`src/rtl/gpio_pkg.sv`:
```
package gpio_pkg;
  typedef enum logic [1:0] {
    REG_DIR  = 2'd0,
    REG_DATA = 2'd1,
    REG_IEN  = 2'd2,
    REG_FLAG = 2'd3
  } gpio_reg_e;
endpackage

```
`src/rtl/gpio_rst_sync.sv`:
```
module gpio_rst_sync (
  input  logic clk_i,
  input  logic rst_ni,
  output logic rst_no
);
  logic [1:0] stg_q;
  logic [1:0] stg_d;

  always_comb stg_d = {stg_q[0], 1'b1};

  always_ff @(posedge clk_i or negedge rst_ni) begin
    if (!rst_ni) stg_q <= 2'b00;
    else         stg_q <= stg_d;
  end

  assign rst_no = stg_q[1];
endmodule

```
`src/rtl/gpio_in_sync.sv`:
```
module gpio_in_sync #(
  parameter int NPINS  = 8,
  parameter int STAGES = 2
) (
  input  logic             clk_i,
  input  logic             rst_ni,
  input  logic [NPINS-1:0] async_i,
  output logic [NPINS-1:0] sync_o
);
  logic [STAGES-1:0][NPINS-1:0] stg_q;
  logic [STAGES-1:0][NPINS-1:0] stg_d;

  always_comb begin
    stg_d[0] = async_i;
    for (int s = 1; s < STAGES; s++) stg_d[s] = stg_q[s-1];
  end

  always_ff @(posedge clk_i or negedge rst_ni) begin
    if (!rst_ni) stg_q <= '0;
    else         stg_q <= stg_d;
  end

  assign sync_o = stg_q[STAGES-1];
endmodule

```
`src/rtl/gpio_regs.sv`:
```
module gpio_regs #(
  parameter int NPINS = 8
) (
  input  logic             clk_i,
  input  logic             rst_ni,
  input  logic             dir_we_i,
  input  logic             data_we_i,
  input  logic             ien_we_i,
  input  logic [NPINS-1:0] wdata_i,
  output logic [NPINS-1:0] dir_o,
  output logic [NPINS-1:0] out_o,
  output logic [NPINS-1:0] ien_o
);
  logic [NPINS-1:0] dir_q, dir_d;
  logic [NPINS-1:0] out_q, out_d;
  logic [NPINS-1:0] ien_q, ien_d;

  always_comb begin
    dir_d = dir_q;
    out_d = out_q;
    ien_d = ien_q;
    if (dir_we_i)  dir_d = wdata_i;
    if (data_we_i) out_d = (out_q & ~dir_q) | (wdata_i & dir_q);
    if (ien_we_i)  ien_d = wdata_i;
  end

  always_ff @(posedge clk_i or negedge rst_ni) begin
    if (!rst_ni) begin
      dir_q <= '0;
      out_q <= '0;
      ien_q <= '0;
    end else begin
      if (dir_we_i)  dir_q <= dir_d;
      if (data_we_i) out_q <= out_d;
      if (ien_we_i)  ien_q <= ien_d;
    end
  end

  assign dir_o = dir_q;
  assign out_o = out_q;
  assign ien_o = ien_q;
endmodule

```
`src/rtl/gpio_edge_flags.sv`:
```
module gpio_edge_flags #(
  parameter int NPINS = 8
) (
  input  logic             clk_i,
  input  logic             rst_ni,
  input  logic [NPINS-1:0] sync_i,
  input  logic [NPINS-1:0] dir_i,
  input  logic [NPINS-1:0] ien_i,
  input  logic             clr_i,
  output logic [NPINS-1:0] event_o,
  output logic [NPINS-1:0] flag_o
);
  logic [NPINS-1:0] prev_q;
  logic [NPINS-1:0] flag_q, flag_d;
  logic [NPINS-1:0] arm;

  always_comb begin
    arm     = ien_i & ~dir_i;
    event_o = (sync_i ^ prev_q) & arm;
    flag_d  = (clr_i ? '0 : flag_q) | event_o;
  end

  always_ff @(posedge clk_i or negedge rst_ni) begin
    if (!rst_ni) begin
      prev_q <= '0;
      flag_q <= '0;
    end else begin
      prev_q <= sync_i;
      flag_q <= flag_d;
    end
  end

  assign flag_o = flag_q;
endmodule

```
`src/rtl/gpio_edge_port.sv`:
```
module gpio_edge_port #(
  parameter int NPINS       = 8,
  parameter int DW          = 16,
  parameter int SYNC_STAGES = 2
) (
  input  logic             clk_i,
  input  logic             rst_ni,
  input  logic             bus_sel_i,
  input  logic             bus_wr_i,
  input  logic             bus_rd_i,
  input  logic [1:0]       bus_addr_i,
  input  logic [DW-1:0]    bus_wdata_i,
  output logic [DW-1:0]    bus_rdata_o,
  input  logic [NPINS-1:0] pin_in_i,
  output logic [NPINS-1:0] pin_out_o,
  output logic [NPINS-1:0] pin_oe_o,
  output logic             irq_o
);
  import gpio_pkg::*;

  localparam int PADW = DW - NPINS;

  logic             rst_n_s;
  logic             wr_en, rd_en;
  logic             dir_we, data_we, ien_we, flag_rd;
  logic [NPINS-1:0] dir_q, out_q, ien_q, sync_v, flag_q, new_ev;
  logic [NPINS-1:0] rd_bits;
  gpio_reg_e        addr;

  assign addr    = gpio_reg_e'(bus_addr_i);
  assign wr_en   = bus_sel_i & bus_wr_i;
  assign rd_en   = bus_sel_i & bus_rd_i;
  assign dir_we  = wr_en & (addr == REG_DIR);
  assign data_we = wr_en & (addr == REG_DATA);
  assign ien_we  = wr_en & (addr == REG_IEN);
  assign flag_rd = rd_en & (addr == REG_FLAG);

  gpio_rst_sync u_rst (
    .clk_i  (clk_i),
    .rst_ni (rst_ni),
    .rst_no (rst_n_s)
  );

  gpio_in_sync #(.NPINS(NPINS), .STAGES(SYNC_STAGES)) u_sync (
    .clk_i   (clk_i),
    .rst_ni  (rst_n_s),
    .async_i (pin_in_i),
    .sync_o  (sync_v)
  );

  gpio_regs #(.NPINS(NPINS)) u_regs (
    .clk_i     (clk_i),
    .rst_ni    (rst_n_s),
    .dir_we_i  (dir_we),
    .data_we_i (data_we),
    .ien_we_i  (ien_we),
    .wdata_i   (bus_wdata_i[NPINS-1:0]),
    .dir_o     (dir_q),
    .out_o     (out_q),
    .ien_o     (ien_q)
  );

  gpio_edge_flags #(.NPINS(NPINS)) u_flags (
    .clk_i   (clk_i),
    .rst_ni  (rst_n_s),
    .sync_i  (sync_v),
    .dir_i   (dir_q),
    .ien_i   (ien_q),
    .clr_i   (flag_rd),
    .event_o (new_ev),
    .flag_o  (flag_q)
  );

  always_comb begin
    rd_bits = '0;
    if (rd_en) begin
      unique case (addr)
        REG_DIR:  rd_bits = dir_q;
        REG_DATA: rd_bits = (dir_q & out_q) | (~dir_q & sync_v);
        REG_IEN:  rd_bits = '0;
        REG_FLAG: rd_bits = flag_q;
        default:  rd_bits = '0;
      endcase
    end
  end

  generate
    if (PADW > 0) begin : g_pad
      assign bus_rdata_o = {{PADW{1'b0}}, rd_bits};
    end else begin : g_nopad
      assign bus_rdata_o = rd_bits;
    end
  endgenerate

  assign pin_out_o = out_q;
  assign pin_oe_o  = dir_q;
  assign irq_o     = |flag_q;
endmodule


```
`config.mk`:
```
export PLATFORM = sky130hd
export DESIGN_NAME = gpio_edge_port
export DESIGN_NICKNAME = d
export VERILOG_FILES = /design/src/rtl/gpio_pkg.sv /design/src/rtl/gpio_rst_sync.sv /design/src/rtl/gpio_in_sync.sv /design/src/rtl/gpio_regs.sv /design/src/rtl/gpio_edge_flags.sv /design/src/rtl/gpio_edge_port.sv
export SDC_FILE = /design/constraint.sdc
export NUM_CORES = 1
export LEC_CHECK = 0
export CAP_MARGIN = 20
export CORE_MARGIN = 4
export CORE_UTILIZATION = 44
export DETAILED_ROUTE_END_ITERATION = 10
export DONT_BUFFER_PORTS = 1
export HOLD_SLACK_MARGIN = 0.06
export PLACE_DENSITY = 0.55
export SYNTH_ARGS = -nofsm -noshare
export SYNTH_HDL_FRONTEND = slang
export SYNTH_SLANG_ARGS = --single-unit
```
`constraint.sdc`:
```
create_clock -name clk_i -period 2 [get_ports clk_i]
set_input_delay 0.2 -clock clk_i [delete_from_list [all_inputs] [get_ports clk_i]]
set_output_delay 0.2 -clock clk_i [all_outputs]
set_load 0.01 [all_outputs]
```
==> results of run 1 <==
==> logic make-up (layout without fill, tap and decap cells) <==
kind of cell,Yosys count,after routing
flip-flops,58,58
XOR/XNOR,8,8
other,2,9
AND/OR/NAND/NOR,14,14
AO/OA/AOI/OAI,46,46
buffers and inverters,29,51
multiplexers,17,17
==> cells in the mapped netlist (all sizes together), types with 2 or more instances <==
| library cell | count | area [sq um] |
|---|---|---|
| inv | 16 | 60.1 |
| nor4 | 2 | 12.5 |
| a32o | 8 | 80.1 |
| a21oi | 15 | 86.3 |
| buf | 13 | 118 |
| a31oi | 8 | 50.1 |
| xor2 | 8 | 70.1 |
| conb | 2 | 7.51 |
| nand2 | 5 | 21.3 |
| mux2 | 17 | 195 |
| a22o | 7 | 61.3 |
| nor2 | 2 | 10.0 |
| a31o | 7 | 61.3 |
| dfrtp | 58 | 1450 |
==> power breakdown <==
| part | internal (mW) | switching [mW] |
|---|---|---|
| registers | 1.40 | 0.257 |
| clock network | 0.548 | 0.427 |
| logic | 0.253 | 0.196 |
| total | 2.20 | 0.881 |
==> routing by layer <==
metal | track usage (%) | up-vias | part of all wire, %
li1 | - | 658 | -
met1 | 19.1 | 724 | 41
met2 | 25.1 | 50 | 47
met3 | 6.54 | 9 | 9.4
met4 | 10.6 | 0 | 2.0
met5 | 0 | - | 0
==> worst max path at each step <==
stage	start	to	slack [ps]	depth (start not counted)
6_report	u_regs.dir_o[7]	bus_rdata_o[7]	390	3
2_1_floorplan	u_rst.stg_q[1]	async pin	270	0
5_1_grt	u_regs.dir_o[7]	bus_rdata_o[7]	240	3
3_5_place_dp	bus_addr_i[1]	flop	480	4
3_3_place_gp	bus_addr_i[1]	flop	550	4
4_1_cts	u_regs.dir_o[7]	bus_rdata_o[7]	360	3
==> what timing repair did <==
action                                 4_1_cts  5_1_grt
endpoints found under the hold margin       34        0
buffers inserted                             0        0
setup endpoints to repair                    0        0
gates resized for setup                      0        0
hold buffers                                17        0
==> stage by stage <==
stage               setup slack, ps  hold WS, ps  utilization [%]
floorplan                       266        -95.6                -
global placement                554        -95.5             46.3
detailed placement              484        -95.5             46.3
CTS                             358         92.4             53.1
global route                    245         93.4             53.1
finish                          388          101             53.1
==> worst max-delay path, stage by stage (launching register included) <==
cell and delay (ps):
dfrtp_1 460, and4bb_2 320, a31oi_1 40, a21oi_1 270
==> final cells by class <==
cell class                      count  area [sq um]
Sequential cell                    58          1450
Multi-Input combinational cell     94           751
Clock buffer                       14           173
Fill cell                         461          2410
Clock inverter                      2          10.0
Timing Repair Buffer               19           198
Tap cell                           70          87.6
Inverter                           16          60.1
==> flow_summary.ini, run 1 <==
[run_status]
status = completed

[cts]
cts_root_buffer = clkbuf_8
clk_path_buf_depth = 2
clock_sinks = 58
clk_transition_reported_paths_ps = 60
cts_tree = built
worstSkewPairLatency_ps = 330
htree_levels = 3
numCtsBuffers = 9

[min_path]
min_path_type = primary input to async pin

[placed_design]
port_buffers = 0
place_congestion = 0.742
dp.cells = 240
dp_hpwl_um = 3230
postPlaceCellArea_sq_um = 2380

[floorplanning]
pin_count = 64
dieWidth_um = 81.1
start_util_pct = 45.8
rows = 26
die_area_sq_um = 6580
die_h_um = 81.1
core_sq_um = 5140

[global_route]
track_usage_pct = 16.4
grt_pass1_vias = 1573
overflow = 0
grt_max_degree = 35
grt_pass1_wl_um = 7660
antenna_found_initial = 0

[synthesis]
synthXorXnorAreaFrac_pct = 2.98
ys.flop_type = dfrtp_1
syn-cell-area_sq_um = 2350
yosys_warnings = 0
synth_cells = 174
async_flop_share_pct = 100
yosys.area_share.adder_pct = 0
synth_area_per_cell_sq_um = 13.5
synth-edff-count = 0
synthMuxAreaShare_pct = 8.29
synth_top_family_by_area = compound AO/OA/AOI/OAI gates
synth_seq_area_share_pct = 61.7
synth-compound-area-share_pct = 14.8
ys_ff_latch = 58
synthSimpleGateAreaFrac_pct = 4.41
synthDistinctLibCells = 27

[worst_setup_path]
critPathLaunchType = flop
r2r_start = u_regs.dir_o[7]
setup.worst_path.class = flop to output pin
cp-end-kind = output pin
crit_arrival_ps = 1410
r2r_cells = 2
path_max_fanout = 5
r2r_slack_ps = 1030
critPathRequiredTime_ps = 1800

[sta]
slew_headroom_pct = 59.9
worst_pin_slew_ps = 600
slew_violations = 0
finalHoldViolations = 0
rsz0062_at_grt = no
max_freq_ghz = 0.620
clock-skew-final_ps = 4.20
fin_crit_sh_pct = 80.6
finalSetupTns_ps = 0
fin_crit_ps = 1610
setup_violations = 0

[detailed_routing]
ant_nets = 0
post-route-drc-count = 0
drt_first_iter_violations = 95
wire_per_inst_um = 17.2
vias = 1441
drt_pass1_iterations = 6
wirelength_um = 4710
drt-vias-per-instance = 5.28

[finish]
final_area_sq_um = 2730
drive_above_1_share_pct = 22.7
diodes = 0
finalNonFillerCells = 273
layout_common_cells = 57 x dfrtp_1, 17 x dlygate4sd3_1, 16 x inv_1, 16 x mux2_2
final_common_cell = dfrtp_1
fin_nets = 229
syn_to_final_growth_pct = 16.1

[pwr]
p_leak_nw = 1.21
total_power_mw = 3.08
p_per_area_nw_per_um2 = 1130
peakVddDrop_mv = 0.540

[run]
drv_cap = 0
No activity file was read; power rests on OpenSTA's default activity.
==> run 2, diff against run 1 <==
Settings changed: PLACE_DENSITY 0.55 to 0.57.
Clock period 2 ns to 1.45 ns, I/O delays scaled along.
==> run 2 against run 1 <==
  * The run now ends with setup timing left
  * Hold slack better by 130 ps
  * Sequential share of layout area is 1.1 points lower
  * Total power is 39% higher
  * Count of clock-buffer cells in the layout is 1 lower
  * Routed wire length is 1.4% higher
  * Critical endpoint unchanged
==> flow_summary.ini, run 2 (synthesis gave the netlist of run 1 again) <==
[run_status]
status = finished, violations left
violations = setup timing

[pwr]
netSwitchingFraction_pct = 29.3
p_switching_mw = 1.25
intPower_mw = 3.02
p_leak_nw = 1.23
pwr-share-clk_pct = 30.0
peakVddDrop_mv = 0.924
p_seq_share_pct = 54.4
combPwrFrac_pct = 15.6
p_per_area_nw_per_um2 = 1520

[worst_setup_path]
critPathLaunchType = flop
setup.worst_path.class = flop to output pin
slowest_delay_ps = 420
path_max_fanout = 3
r2r_slack_ps = 500
slowest_stage = dfrtp_1
crit_chain = inv_1 -> a211o_1 -> a21oi_2
r2r_start = u_sync.sync_o[6]
critPathRequiredTime_ps = 1310
cp.buffers_inverters = 1
crit_family = compound AO/OA/AOI/OAI gates
crit_arrival_ps = 1330
cp-end-kind = output pin

[floorplanning]
core_sq_um = 5140
die_area_sq_um = 6580
dieWidth_um = 81.1
die_h_um = 81.1
start_util_pct = 45.8
pin_count = 64
rows = 26

[finish]
syn_to_final_growth_pct = 19.4
layout_common_cells = 48 x dfrtp_1, 18 x dlygate4sd3_1, 16 x mux2_2, 14 x inv_1, 11 x clkbuf_8
fin_nets = 235
seqCellArea_sq_um = 1460
final.fill_count = 452
multiInputGateArea_sq_um = 791
final_common_cell = dfrtp_1
postLayoutCoreUtil_pct = 54.6
final_area_sq_um = 2810
diodes = 0
drive_above_1_share_pct = 33.0

[detailed_routing]
drt_pass1_iterations = 4
wire_per_inst_um = 17.1
post-route-drc-count = 0
ant_nets = 0
vias = 1483
wirelength_um = 4770
drt-vias-per-instance = 5.32
drt_first_iter_violations = 97

[sta]
fin_crit_sh_pct = 101
slew_violations = 0
final.setup.worst_slack_ps = -20.5
setup_violations = 1
fin_crit_ps = 1470
whs_ps = 227
clock-skew-final_ps = 5.42
finalHoldViolations = 0
max_freq_ghz = 0.680
rsz0062_at_grt = yes

[global_route]
overflow = 0
grt_pass1_wl_um = 7670
met3_usage_pct = 7.10
grt_busiest_layer = met2
track_usage_pct = 16.2
grtUsageMet1_pct = 20.4
grt_pass1_vias = 1579
grt_max_degree = 36
met2_usage_pct = 23.9
antenna_found_initial = 0

[placed_design]
dp_hpwl_um = 3310
postPlaceCellArea_sq_um = 2400
port_buffers = 0
place_congestion = 0.753

[cts]
cts_root_buffer = clkbuf_8
clk_path_buf_depth = 2
worstSkewPairLatency_ps = 330
numCtsBuffers = 9
cts_tree = built
clock_sinks = 58
clk_transition_reported_paths_ps = 60
htree_levels = 3

[min_path]
min_from = bus_addr_i[1]
min_path_type = primary input to flop

[run]
drv_cap = 0
-- run 2: cell count changes in the layout (fill, tap and decap cells not counted), moves of 2 or more --
cell | before | now
dfrtp_1 | 57 | 48
a21oi_2 | 3 | 8
inv_1 | 16 | 14
buf_4 | 1 | 7
a21oi_1 | 12 | 7
inv_2 | 0 | 2
dfrtp_2 | 1 | 10
-- run 2: final cells by class --
class / count / share of cell area, %
Clock buffer: 13 / 5.66
Inverter: 16 / 2.14
Clock inverter: 3 / 0.535
Multi-Input combinational cell: 94 / 28.2
Timing Repair Buffer: 25 / 8.29
Tap cell: 70 / 3.12
Sequential cell: 58 / 52.1
-- run 2: what timing repair did --
action,4_1_cts,5_1_grt
gates cloned,0,0
buffers inserted,0,1
gates resized for setup,8,11
setup endpoints to repair,7,8
pin swaps,2,7
hold buffers,18,0
hold endpoints to repair,34,0
-- run 2: path summary, 6_finish.rpt --
check                                    end  cells after the start
min reg2reg                 u_sync.sync_o[2]                      1
max in group asynchronous     u_rst.stg_q[1]                      2
min in group asynchronous   u_sync.sync_o[2]                      1
max                           bus_rdata_o[7]                      3
max reg2reg                u_flags.flag_o[6]                      2
min                          u_regs.dir_o[7]                      3
-- run 2: through the flow --
stage | power [mW] | worst slack, ps | TNS [ps] | std cells
finish | 4.27 | -20.5 | -20.5 | 279
global route | 4.54 | -81.4 | -81.4 | 279
CTS | 4.29 | -20.3 | -20.3 | 278
detailed placement | 2.91 | 246 | 0 | 244
global placement | 2.85 | 244 | 0 | 244
floorplan | 2.75 | 309 | 0 | 181
-- run 2: power groups by stage --
stage	registers (mW)	clock network (mW)	logic, mW
2_1_floorplan	2.24	0	0.512
3_3_place_gp	2.29	0	0.559
3_5_place_dp	2.31	0	0.596
4_1_cts	2.30	1.34	0.649
5_1_grt	2.37	1.42	0.745
6_report	2.33	1.28	0.666
-- run 2: metal layers --
layer	wire length, um	share of wire, %
met2	2280	48
met1	1950	41
met4	87	1.8
met5	0	0
met3	456	9.6
-- run 2: worst min-delay path, stage by stage --
cell and delay [ps]:
nor3_4 20, buf_4 140, mux2_2 210
==> run 3, diff against run 2 <==
Settings changed: PLACE_DENSITY 0.57 to 0.55.
Clock period 1.45 ns to 1.9 ns, I/O delays scaled along.
==> run 3 against run 2 <==
  * The flow now finishes without violations
  * Clock skew fell by 0.94 ps
  * Cell area down 3.4%
  * Via count decreased by 0.94%
  * Clock power shrank 27%
  * Critical endpoint unchanged
  * Non-clock buffer count shrank 6
  * Hold slack worse by 130 ps
  * Setup slack improved by 320 ps
  * Sequential power is 25% lower
  * First-iteration DRC count shrank 25%
  * Utilization is 1.9 points lower
  * Critical path type unchanged
  * Combinational power shrank 29%
==> flow_summary.ini, run 3 (synthesis gave the netlist of run 1 again) <==
[placed_design]
port_buffers = 0
dp_slack_ps = 631
dp.cells = 240
place_congestion = 0.743
dp_hpwl_um = 3160

[pwr]
peakVddDrop_mv = 0.585
netSwitchingFraction_pct = 28.7
combPwrFrac_pct = 14.9
p_switching_uw = 902
intPower_mw = 2.24
pwr-share-clk_pct = 29.6
p_seq_share_pct = 55.4
p_leak_nw = 1.20
p_per_area_nw_per_um2 = 1160

[sta]
whs_ps = 100
fin_crit_ps = 1600
final.setup.worst_slack_ps = 296
slew_headroom_pct = 60.6
rsz0062_at_grt = no
finalHoldViolations = 0
slew_violations = 0
worst_pin_slew_ps = 589
setup_violations = 0
max_freq_ghz = 0.623
clock-skew-final_ps = 4.49
fin_crit_sh_pct = 84.4
finalSetupTns_ps = 0

[floorplanning]
start_util_pct = 45.8
dieWidth_um = 81.1
core_sq_um = 5140
die_area_sq_um = 6580
die_h_um = 81.1
rows = 26
pin_count = 64

[finish]
finalNonFillerCells = 273
drive_above_1_share_pct = 22.2
layout_common_cells = 57 x dfrtp_1, 17 x dlygate4sd3_1, 16 x inv_1, 16 x mux2_2, 12 x a21oi_1
fin_nets = 229
diodes = 0
postLayoutCoreUtil_pct = 52.8
final_common_cell = dfrtp_1
syn_to_final_growth_pct = 15.3

[cts]
worstSkewPairLatency_ps = 320
cts_setup_buffers = 0
htree_levels = 3
clk_transition_reported_paths_ps = 60
clock_sinks = 58
cts_resized = 0
numCtsBuffers = 9
clk_path_buf_depth = 2
cts_tree = built
cts_root_buffer = clkbuf_8

[worst_setup_path]
critPathLaunchType = flop
crit_arrival_ps = 1410
startpoint = u_regs.dir_o[7]
cp-end-kind = output pin
path_max_fanout = 5
setup.worst_path.class = flop to output pin
critPathRequiredTime_ps = 1710
r2r_cells = 2
r2r_slack_ps = 940
r2r_start = u_regs.dir_o[7]
crit_path_end = bus_rdata_o[7]

[global_route]
track_usage_pct = 15.8
antenna_found_initial = 0
grt_pass1_vias = 1522
met2_usage_pct = 23.6
grt_max_degree = 35
met3_usage_pct = 7.87
grtUsageMet1_pct = 19.0
grt_busiest_layer = met2
grt_pass1_wl_um = 7370
overflow = 0

[detailed_routing]
wirelength_um = 4610
drt-vias-per-instance = 5.38
post-route-drc-count = 0
ant_nets = 0
vias = 1469
wire_per_inst_um = 16.9
drt_first_iter_violations = 73
drt_pass1_iterations = 4

[min_path]
min_path_type = primary input to async pin

[run]
drv_cap = 0

[run_status]
status = completed
[run 3: per-layer routing]
metal	up-vias	wire, um
met5	-	0
met2	48	2180
met4	0	86
met1	756	1950
met3	9	390
li1	656	-
[run 3: critical path, cell delays in order, from the launching register on]
cell and delay [ps]:
dfrtp_1 460, and4bb_2 320, a31oi_1 40, a21oi_1 280
[run 3: worst min-delay path by stage]
stage	slack, ps	endpoint	from
CTS	90	u_rst.stg_q[0]	rst_ni
detailed placement	-110	u_rst.stg_q[1]	rst_ni
global route	80	u_rst.stg_q[0]	rst_ni
global placement	-110	u_rst.stg_q[0]	rst_ni
floorplan	-110	u_rst.stg_q[0]	rst_ni
finish	100	u_rst.stg_q[0]	rst_ni
[run 3: final cells by class]
class	instances	area, sq um
timing repair buffer	19	198
inverter	16	60.1
sequential	58	1450
multi-input combinational	94	751
clock inverter	3	15.0
fill	465	2430
clock buffer	13	149
tap	70	87.6
[run 3: power by group through the flow]
stage               logic, mW  registers [mW]  clock network, mW
floorplan               0.391            1.71                  0
global placement        0.421            1.75                  0
detailed placement      0.443            1.77                  0
CTS                     0.478            1.74              0.968
global route            0.526            1.78               1.04
finish                  0.470            1.74              0.931
[run 3: through the flow]
stage               instance area (sq um)  power, mW
floorplan                            2380       2.10
detailed placement                   2380       2.21
finish                               2710       3.14
global placement                     2380       2.17
global route                         2710       3.34
CTS                                  2710       3.19
[run 3: timing repair]
action	CTS	global route
endpoints found under the hold margin	34	0
setup endpoints to repair	0	0
hold buffers	17	0
